`src/rtl/atr_pkg.sv`:
```
package atr_pkg;
  localparam int DATA_W = 8;
  localparam int ADDR_W = 3;

  localparam logic [ADDR_W-1:0] A_STAT   = 3'd0;
  localparam logic [ADDR_W-1:0] A_CNT_LO = 3'd1;
  localparam logic [ADDR_W-1:0] A_CNT_HI = 3'd2;
  localparam logic [ADDR_W-1:0] A_REL_LO = 3'd3;
  localparam logic [ADDR_W-1:0] A_REL_HI = 3'd4;
  localparam logic [ADDR_W-1:0] A_CMP_LO = 3'd5;
  localparam logic [ADDR_W-1:0] A_CMP_HI = 3'd6;

  typedef enum logic [1:0] {
    CK_OFF  = 2'b00,
    CK_TICK = 2'b01,
    CK_SYS  = 2'b10,
    CK_RSV  = 2'b11
  } ck_sel_e;
endpackage

```
`src/rtl/atr_clksel.sv`:
```
module atr_clksel
  import atr_pkg::*;
(
  input  logic [1:0] sel,
  input  logic       tick_ms,
  output logic       adv
);
  always_comb begin
    case (ck_sel_e'(sel))
      CK_TICK: adv = tick_ms;
      CK_SYS:  adv = 1'b1;
      default: adv = 1'b0;
    endcase
  end
endmodule

```
`src/rtl/atr_split_reg.sv`:
```
module atr_split_reg #(
  parameter int CNT_W  = 12,
  parameter int DATA_W = 8
) (
  input  logic              clk,
  input  logic              rst,
  input  logic              wr_lo,
  input  logic              wr_hi,
  input  logic [DATA_W-1:0] wdata,
  output logic [CNT_W-1:0]  val
);
  localparam int HI_W = CNT_W - DATA_W;

  logic unused_hi;
  assign unused_hi = ^wdata[DATA_W-1:HI_W];

  always_ff @(posedge clk) begin
    if (rst) begin
      val <= '0;
    end else begin
      if (wr_lo) val[DATA_W-1:0]     <= wdata;
      if (wr_hi) val[CNT_W-1:DATA_W] <= wdata[HI_W-1:0];
    end
  end
endmodule

```
`src/rtl/atr_counter.sv`:
```
module atr_counter #(
  parameter int CNT_W = 12
) (
  input  logic             clk,
  input  logic             rst,
  input  logic             adv,
  input  logic [CNT_W-1:0] reload,
  input  logic [CNT_W-1:0] cmp_val,
  output logic [CNT_W-1:0] cnt,
  output logic             ovf_evt,
  output logic             cmp_evt
);
  localparam logic [CNT_W-1:0] CNT_MAX = '1;

  logic             at_max;
  logic [CNT_W-1:0] cnt_nxt;

  assign at_max  = (cnt == CNT_MAX);
  assign cnt_nxt = at_max ? reload : cnt + 1'b1;
  assign ovf_evt = adv && at_max;
  assign cmp_evt = adv && (cnt_nxt == cmp_val);

  always_ff @(posedge clk) begin
    if (rst)      cnt <= '0;
    else if (adv) cnt <= cnt_nxt;
  end
endmodule

```
`src/rtl/atr_regs.sv`:
```
module atr_regs
  import atr_pkg::*;
#(
  parameter int CNT_W = 12
) (
  input  logic              clk,
  input  logic              rst,
  input  logic [ADDR_W-1:0] bus_addr,
  input  logic              bus_wr,
  input  logic              bus_rd,
  input  logic [DATA_W-1:0] bus_wdata,
  output logic [DATA_W-1:0] bus_rdata,
  input  logic [CNT_W-1:0]  cnt,
  input  logic              ovf_evt,
  input  logic              cmp_evt,
  output logic [1:0]        sel,
  output logic [CNT_W-1:0]  reload,
  output logic [CNT_W-1:0]  cmp_val,
  output logic              ovf_flag,
  output logic              cmp_flag,
  output logic              ovf_irq,
  output logic              cmp_irq
);
  localparam int HI_W = CNT_W - DATA_W;

  logic            ovfie_q, cmpie_q;
  logic [HI_W-1:0] shadow_q;
  logic            stat_rd, stat_wr;
  logic            ovf_d, cmp_d, ovfie_d, cmpie_d;
  logic [1:0]      sel_d;
  logic [DATA_W-1:0] rd_mux;
  logic            unused_wd;

  assign unused_wd = ^{bus_wdata[DATA_W-1:5], bus_wdata[2]};
  assign stat_rd   = bus_rd && (bus_addr == A_STAT);
  assign stat_wr   = bus_wr && (bus_addr == A_STAT);

  assign ovf_d   = ovf_evt | (ovf_flag & ~stat_rd);
  assign cmp_d   = cmp_evt | (cmp_flag & ~stat_rd);
  assign sel_d   = stat_wr ? bus_wdata[4:3] : sel;
  assign ovfie_d = stat_wr ? bus_wdata[1]   : ovfie_q;
  assign cmpie_d = stat_wr ? bus_wdata[0]   : cmpie_q;

  atr_split_reg #(.CNT_W(CNT_W), .DATA_W(DATA_W)) u_rel (
    .clk(clk), .rst(rst),
    .wr_lo(bus_wr && bus_addr == A_REL_LO),
    .wr_hi(bus_wr && bus_addr == A_REL_HI),
    .wdata(bus_wdata), .val(reload)
  );

  atr_split_reg #(.CNT_W(CNT_W), .DATA_W(DATA_W)) u_cmp (
    .clk(clk), .rst(rst),
    .wr_lo(bus_wr && bus_addr == A_CMP_LO),
    .wr_hi(bus_wr && bus_addr == A_CMP_HI),
    .wdata(bus_wdata), .val(cmp_val)
  );

  always_comb begin
    case (bus_addr)
      A_STAT:   rd_mux = DATA_W'({sel, ovf_flag, ovfie_q, cmpie_q});
      A_CNT_LO: rd_mux = cnt[DATA_W-1:0];
      A_CNT_HI: rd_mux = DATA_W'(shadow_q);
      A_REL_LO: rd_mux = reload[DATA_W-1:0];
      A_REL_HI: rd_mux = DATA_W'(reload[CNT_W-1:DATA_W]);
      A_CMP_LO: rd_mux = cmp_val[DATA_W-1:0];
      A_CMP_HI: rd_mux = DATA_W'(cmp_val[CNT_W-1:DATA_W]);
      default:  rd_mux = '0;
    endcase
  end

  always_ff @(posedge clk) begin
    if (rst) begin
      sel       <= '0;
      ovfie_q   <= 1'b0;
      cmpie_q   <= 1'b0;
      ovf_flag  <= 1'b0;
      cmp_flag  <= 1'b0;
      ovf_irq   <= 1'b0;
      cmp_irq   <= 1'b0;
      shadow_q  <= '0;
      bus_rdata <= '0;
    end else begin
      sel       <= sel_d;
      ovfie_q   <= ovfie_d;
      cmpie_q   <= cmpie_d;
      ovf_flag  <= ovf_d;
      cmp_flag  <= cmp_d;
      ovf_irq   <= ovf_d & ovfie_d;
      cmp_irq   <= cmp_d & cmpie_d;
      if (bus_rd && bus_addr == A_CNT_LO) shadow_q <= cnt[CNT_W-1:DATA_W];
      bus_rdata <= bus_rd ? rd_mux : '0;
    end
  end
endmodule

```
`src/rtl/autoreload_timer.sv`:
```
module autoreload_timer
  import atr_pkg::*;
#(
  parameter int CNT_W = 12
) (
  input  logic              clk,
  input  logic              rst,
  input  logic              tick_ms,
  input  logic [ADDR_W-1:0] bus_addr,
  input  logic              bus_wr,
  input  logic              bus_rd,
  input  logic [DATA_W-1:0] bus_wdata,
  output logic [DATA_W-1:0] bus_rdata,
  output logic              ovf_irq,
  output logic              cmp_irq,
  output logic              cmp_flag_o
);
  logic [1:0]       sel_w;
  logic             adv_w;
  logic [CNT_W-1:0] cnt_w, reload_w, cmp_val_w;
  logic             ovf_evt_w, cmp_evt_w, ovf_flag_w, cmp_flag_w;

  atr_clksel u_clksel (.sel(sel_w), .tick_ms(tick_ms), .adv(adv_w));

  atr_counter #(.CNT_W(CNT_W)) u_cnt (
    .clk(clk), .rst(rst), .adv(adv_w), .reload(reload_w), .cmp_val(cmp_val_w),
    .cnt(cnt_w), .ovf_evt(ovf_evt_w), .cmp_evt(cmp_evt_w)
  );

  atr_regs #(.CNT_W(CNT_W)) u_regs (
    .clk(clk), .rst(rst), .bus_addr(bus_addr), .bus_wr(bus_wr), .bus_rd(bus_rd),
    .bus_wdata(bus_wdata), .bus_rdata(bus_rdata), .cnt(cnt_w),
    .ovf_evt(ovf_evt_w), .cmp_evt(cmp_evt_w), .sel(sel_w), .reload(reload_w),
    .cmp_val(cmp_val_w), .ovf_flag(ovf_flag_w), .cmp_flag(cmp_flag_w),
    .ovf_irq(ovf_irq), .cmp_irq(cmp_irq)
  );

  assign cmp_flag_o = cmp_flag_w;
endmodule

```
`config.mk`:
```
export PLATFORM = sky130hd
export DESIGN_NAME = autoreload_timer
export DESIGN_NICKNAME = d
export VERILOG_FILES = /design/src/rtl/atr_pkg.sv /design/src/rtl/atr_clksel.sv /design/src/rtl/atr_split_reg.sv /design/src/rtl/atr_counter.sv /design/src/rtl/atr_regs.sv /design/src/rtl/autoreload_timer.sv
export SDC_FILE = /design/constraint.sdc
export NUM_CORES = 1
export LEC_CHECK = 0
export BUFFER_PORTS_ARGS = -buffer_cell sky130_fd_sc_hd__buf_2
export CORE_ASPECT_RATIO = 2
export CORE_MARGIN = 3
export CORE_UTILIZATION = 38
export CTS_CLUSTER_SIZE = 20
export DETAILED_ROUTE_END_ITERATION = 10
export PLACE_DENSITY = 0.55
export SYNTH_ARGS = -nofsm -noshare
export SYNTH_HDL_FRONTEND = slang
export SYNTH_HIERARCHICAL = 1
export SYNTH_SLANG_ARGS = --single-unit
```
`constraint.sdc`:
```
create_clock -name clk -period 3.3 [get_ports clk]
set_input_delay 0 -clock clk [delete_from_list [all_inputs] [get_ports clk]]
set_output_delay 0 -clock clk [all_outputs]
set_load 0.05 [all_outputs]
```
==> impl_table.tex <==
\begin{tabular}{lr}
\hline
Metric & Value \\
\hline
\multicolumn{2}{l}{\textbf{Placed design}} \\
Routability Congestion & 0.866 \\
Placed wire-length estimate after detailed placement & between 5 and 6 mm \\
Worst slack after detailed placement & 0.671 ns \\
Count of buffers inserted at the top-level ports & 26 \\
\multicolumn{2}{l}{\textbf{Timing}} \\
Final count of hold timing violations & 0 \\
RSZ-0062 raised after global routing & false \\
Post-route clock period utilization & 80.6\% \\
Aggregate negative setup slack & 0 ns \\
Relative slew slack & a little under two fifths \\
Final worst hold slack & between 0.01 and 0.015 ns \\
Final setup slack of the worst path & 0.639 ns \\
Worst Max-Slew Pin Slew & about 0.94 ns \\
Final min period & $\sim$2.7 ns \\
Largest clock skew in the final design & 0.00578 ns \\
Maximum clock frequency & 0.376 GHz \\
Pins Over Slew Limit & 0 \\
Final setup violation count & 0 \\
\multicolumn{2}{l}{\textbf{CTS}} \\
Clock tree from TritonCTS & yes \\
Reg clk slew, reported paths & 0.07 ns \\
\# Post-CTS Setup Buffers & 0 \\
TritonCTS Buffers & 5 \\
Clock root buffer & sky130\_fd\_sc\_hd\_\_clkbuf\_16 \\
H-Tree Depth & 2 \\
Clock latency on the worst-skew pair & 0.30 ns \\
Clk sink count & 56 \\
Longest Clk Path Bufs & 2 \\
\multicolumn{2}{l}{\textbf{Logic synthesis}} \\
Largest family of logic cells by synthesized area & simple AND/OR/NAND/NOR gates \\
Mux share of post-synthesis cell area & 17.4\% \\
Synth Flop Type & sky130\_fd\_sc\_hd\_\_dfxtp\_1 \\
Synthesized instance count & 339 \\
Share of synthesized cell area in full adder, half adder and majority cells & 1.25\% \\
Mean area per synthesized cell & 8.88 um\^{}2 \\
Simple logic cell fraction of the synthesized area & 23.1\% \\
Count of different cell masters after synthesis & 42 \\
Compound-Gate Fraction of Synth Area & 10.3\% \\
Xor-xnor portion of the synthesized cell area & 5.24\% \\
Asr flop ratio synth & 0\% \\
Yosys synthesis warning count & 6 \\
Post-synthesis register bit count & 56 \\
Net Count, Synth & 358 \\
Number of enable-type register cells in the synthesized netlist & 0 \\
Proportion of synthesized chip area in sequential cells & a little under two fifths \\
Synthesized area & 0.00301 mm\^{}2 \\
\multicolumn{2}{l}{\textbf{Global route}} \\
Maximum number of pins on one net before global-route repair & 51 \\
Global-route track usage on met3 & 2.73\% \\
Met1 demand-to-capacity share in global routing & 20.7\% \\
Via count of the first global-routing pass & between 2000 and 2500 \\
Met2 GRT Util & roughly 32\% \\
Global-route wire length before repair & 12.3 mm \\
Global route total overflow & 0 \\
Overall fraction of global-route tracks in use & 18.3\% \\
Initial antenna violation count & 0 \\
Busiest metal layer after global routing & met2 \\
\multicolumn{2}{l}{\textbf{Routing}} \\
Wire per inst & 17.5 um \\
Post-route antenna net violation count & 0 \\
DRT Pass-1 Iters & 4 \\
WL final & between 7 and 8 mm \\
Via density per instance & $\sim$5.4 \\
Routed vias & 2420 \\
Iteration-0 DRC Markers & 160 \\
Post-route DRC violation count & 0 \\
\multicolumn{2}{l}{\textbf{Final layout}} \\
Layout cells sized above 1 & about 13\% \\
Count of antenna diodes in the layout & 0 \\
Final core utilization & 43.6\% \\
Area overhead of the layout relative to synthesis & 10.8\% \\
Area occupied by multi-input gates & 0.00173 mm\^{}2 \\
Sequential cell area in the final layout & approximately 0.0011 mm\^{}2 \\
Fill cell count & 803 \\
Final-stage net count & 376 \\
\multicolumn{2}{l}{\textbf{Floorplan}} \\
I/O Pins & 27 \\
Die Outline Area & 0.00909 mm\^{}2 \\
Starting utilization of the core area & 39.3\% \\
Core outline area & 0.00766 mm\^{}2 \\
Vertical die dimension & 132 um \\
Floorplan die width & 68.9 um \\
Number of cell rows & 45 \\
\multicolumn{2}{l}{\textbf{Outcome}} \\
Result of the run & complete, no violations \\
\multicolumn{2}{l}{\textbf{Setup path}} \\
Required time at the worst-slack endpoint & between 3 and 4 ns \\
Critical Path Fanout Max & 8 \\
Critical Path End Type & flip-flop \\
Kind of start point of the critical path & flip-flop \\
Reg2Reg Launch Point & u\_cnt/cnt[0] \\
Critical Path AT & roughly 2.9 ns \\
Critical setup path kind & flip-flop to flip-flop \\
CP Launch Point & u\_cnt/cnt[0] \\
Worst reg-to-reg path cell count & 9 \\
\multicolumn{2}{l}{\textbf{Pwr}} \\
Max IR drop VDD & 187 uV \\
Part of the total power dissipated in combinational logic & 7.3\% \\
Part of the power in the clock network & 41.3\% \\
Flop pwr share & 51.4\% \\
Total power of the final layout & about 1.3 mW \\
Switching Power & 0.324 mW \\
Leakage power & about 1.2 nW \\
Internal Power & around 1 mW \\
Switching share of power & 24.1\% \\
Power density over the cells & 403 mW/mm\^{}2 \\
\multicolumn{2}{l}{\textbf{Run}} \\
Max\_cap viols & 0 \\
\multicolumn{2}{l}{\textbf{Worst hold path}} \\
Path class of the lowest-slack min-delay path & input port to flip-flop \\
Hold\_sp & bus\_wdata[1] \\
Hold path depth & 3 \\
\hline
\end{tabular}
critical path: stages (launching register included):
cell                      delay (ns)
sky130_fd_sc_hd__dfxtp_1        0.42
sky130_fd_sc_hd__ha_1           0.36
sky130_fd_sc_hd__nand3_1        0.24
sky130_fd_sc_hd__nor4_2         0.51
sky130_fd_sc_hd__mux2i_1        0.28
sky130_fd_sc_hd__xor2_1         0.16
sky130_fd_sc_hd__nand4_1        0.10
sky130_fd_sc_hd__nor4_2         0.27
sky130_fd_sc_hd__a21oi_1        0.08
sky130_fd_sc_hd__nor3_1         0.16
synth_stat cells (4+ instances only):
library cell | number | share of area (%)
sky130_fd_sc_hd__nor3_1 | 10 | 1.7
sky130_fd_sc_hd__mux2i_1 | 49 | 16
sky130_fd_sc_hd__a21oi_1 | 23 | 3.8
sky130_fd_sc_hd__a211oi_1 | 5 | 1.2
sky130_fd_sc_hd__and3_1 | 6 | 1.2
sky130_fd_sc_hd__inv_1 | 9 | 1.1
sky130_fd_sc_hd__buf_6 | 4 | 1.5
sky130_fd_sc_hd__o21ai_0 | 12 | 2.0
sky130_fd_sc_hd__buf_2 | 5 | 0.83
sky130_fd_sc_hd__nor2_1 | 59 | 7.4
sky130_fd_sc_hd__xor2_1 | 11 | 3.2
sky130_fd_sc_hd__xnor2_1 | 7 | 2.0
sky130_fd_sc_hd__nand3_1 | 10 | 1.7
sky130_fd_sc_hd__clkbuf_1 | 6 | 0.75
sky130_fd_sc_hd__dfxtp_1 | 56 | 37
sky130_fd_sc_hd__nand2_1 | 15 | 1.9
sky130_fd_sc_hd__nand4_1 | 6 | 1.2
cells in the final DEF, fill, tap and decap left out, types with 2 or more instances in the layout:
cell type                       Yosys  layout
sky130_fd_sc_hd__a21oi_1           23      23
sky130_fd_sc_hd__nor3_2             2       2
sky130_fd_sc_hd__nand3b_1           3       3
sky130_fd_sc_hd__clkinvlp_4         0       2
sky130_fd_sc_hd__a22oi_1            3       3
sky130_fd_sc_hd__ha_1               3       3
sky130_fd_sc_hd__nand4_1            6       6
sky130_fd_sc_hd__nand3_1           10      10
sky130_fd_sc_hd__o21ai_0           12      12
sky130_fd_sc_hd__buf_2              5      26
sky130_fd_sc_hd__xnor2_1            7       7
sky130_fd_sc_hd__nor3b_1            3       3
sky130_fd_sc_hd__and3_1             6       6
sky130_fd_sc_hd__o21a_1             2       2
sky130_fd_sc_hd__a22o_1             3       3
sky130_fd_sc_hd__inv_1              9       9
sky130_fd_sc_hd__a221oi_1           2       2
sky130_fd_sc_hd__nand2_1           15      15
sky130_fd_sc_hd__nor3_4             2       2
sky130_fd_sc_hd__nand2b_1           2       2
sky130_fd_sc_hd__clkbuf_16          0       5
sky130_fd_sc_hd__nor3_1            10      10
sky130_fd_sc_hd__nor2_1            59      59
sky130_fd_sc_hd__nor4_2             3       3
sky130_fd_sc_hd__a211oi_1           5       5
sky130_fd_sc_hd__dlygate4sd3_1      0       4
sky130_fd_sc_hd__dfxtp_1           56      56
sky130_fd_sc_hd__buf_4              3       2
sky130_fd_sc_hd__xor2_1            11      11
sky130_fd_sc_hd__mux2i_1           49      49
layout make-up:
| class | instances | share of cell area, % |
|---|---|---|
| inverters | 9 | 1.01 |
| repair buffers | 32 | 5.55 |
| flip-flops and latches | 56 | 33.6 |
| well taps | 94 | 3.52 |
| multi-input cells | 253 | 51.7 |
| clock buffers | 6 | 4.16 |
| clock inverters | 2 | 0.450 |
sequential cells by signal (all words and copies together) (netlist names):
signal	cells
u_cnt/cnt	12
u_regs/bus_rdata	8
u_regs/cmp_flag	1
u_regs/cmp_irq	1
u_regs/cmpie_q	1
u_regs/ovf_flag	1
u_regs/ovf_irq	1
u_regs/ovfie_q	1
u_regs/sel	2
u_regs/shadow_q	4
u_regs/u_cmp/val	12
u_regs/u_rel/val	12
per-stage QoR:
stage	instances	instance area, um^2
floorplan	339	3010
global placement	440	3140
detailed placement	440	3140
CTS	452	3340
global route	452	3340
finish	452	3340
power by group through the flow:
stage                     clock network [mW]  registers (mW)  logic [mW]
after floorplan                            0           0.710      0.0638
after global placement                     0           0.708      0.0937
after detailed placement                   0           0.708      0.0942
after CTS                              0.573           0.692      0.0981
after global routing                   0.595           0.693       0.106
final                                  0.556           0.692      0.0977
per-layer routing:
metal	routed length, um	vias to the layer above	share of wire [%]
met2	4340	46	55
li1	-	1226	-
met5	0	-	0
met3	251	13	3.2
met4	212	0	2.7
met1	3120	1135	39
logic make-up (layout without fill, tap and decap cells):
family / Yosys count / count (layout)
muxes: 51 / 51
buffers and inverters: 30 / 49
and+or+nand+nor: 129 / 129
AOI/OAI and AO/OA: 52 / 52
DFF: 56 / 56
adders and majority gates: 3 / 3
xor gates and xnor gates: 18 / 18
what timing repair did:
action,4_1_cts,5_1_grt
hold buffers,4,0
gates resized for setup,0,0
hold endpoints to repair,9,0
final timing paths:
path,to,slack (ns)
worst min register to register,u_regs/shadow_q[2],0.51
worst min-delay path,u_regs/u_cmp/val[9],0.01
worst max register to register,u_regs/cmp_irq,0.64
worst max-delay path,u_regs/cmp_irq,0.64
No activity file was read; power rests on OpenSTA's default activity.
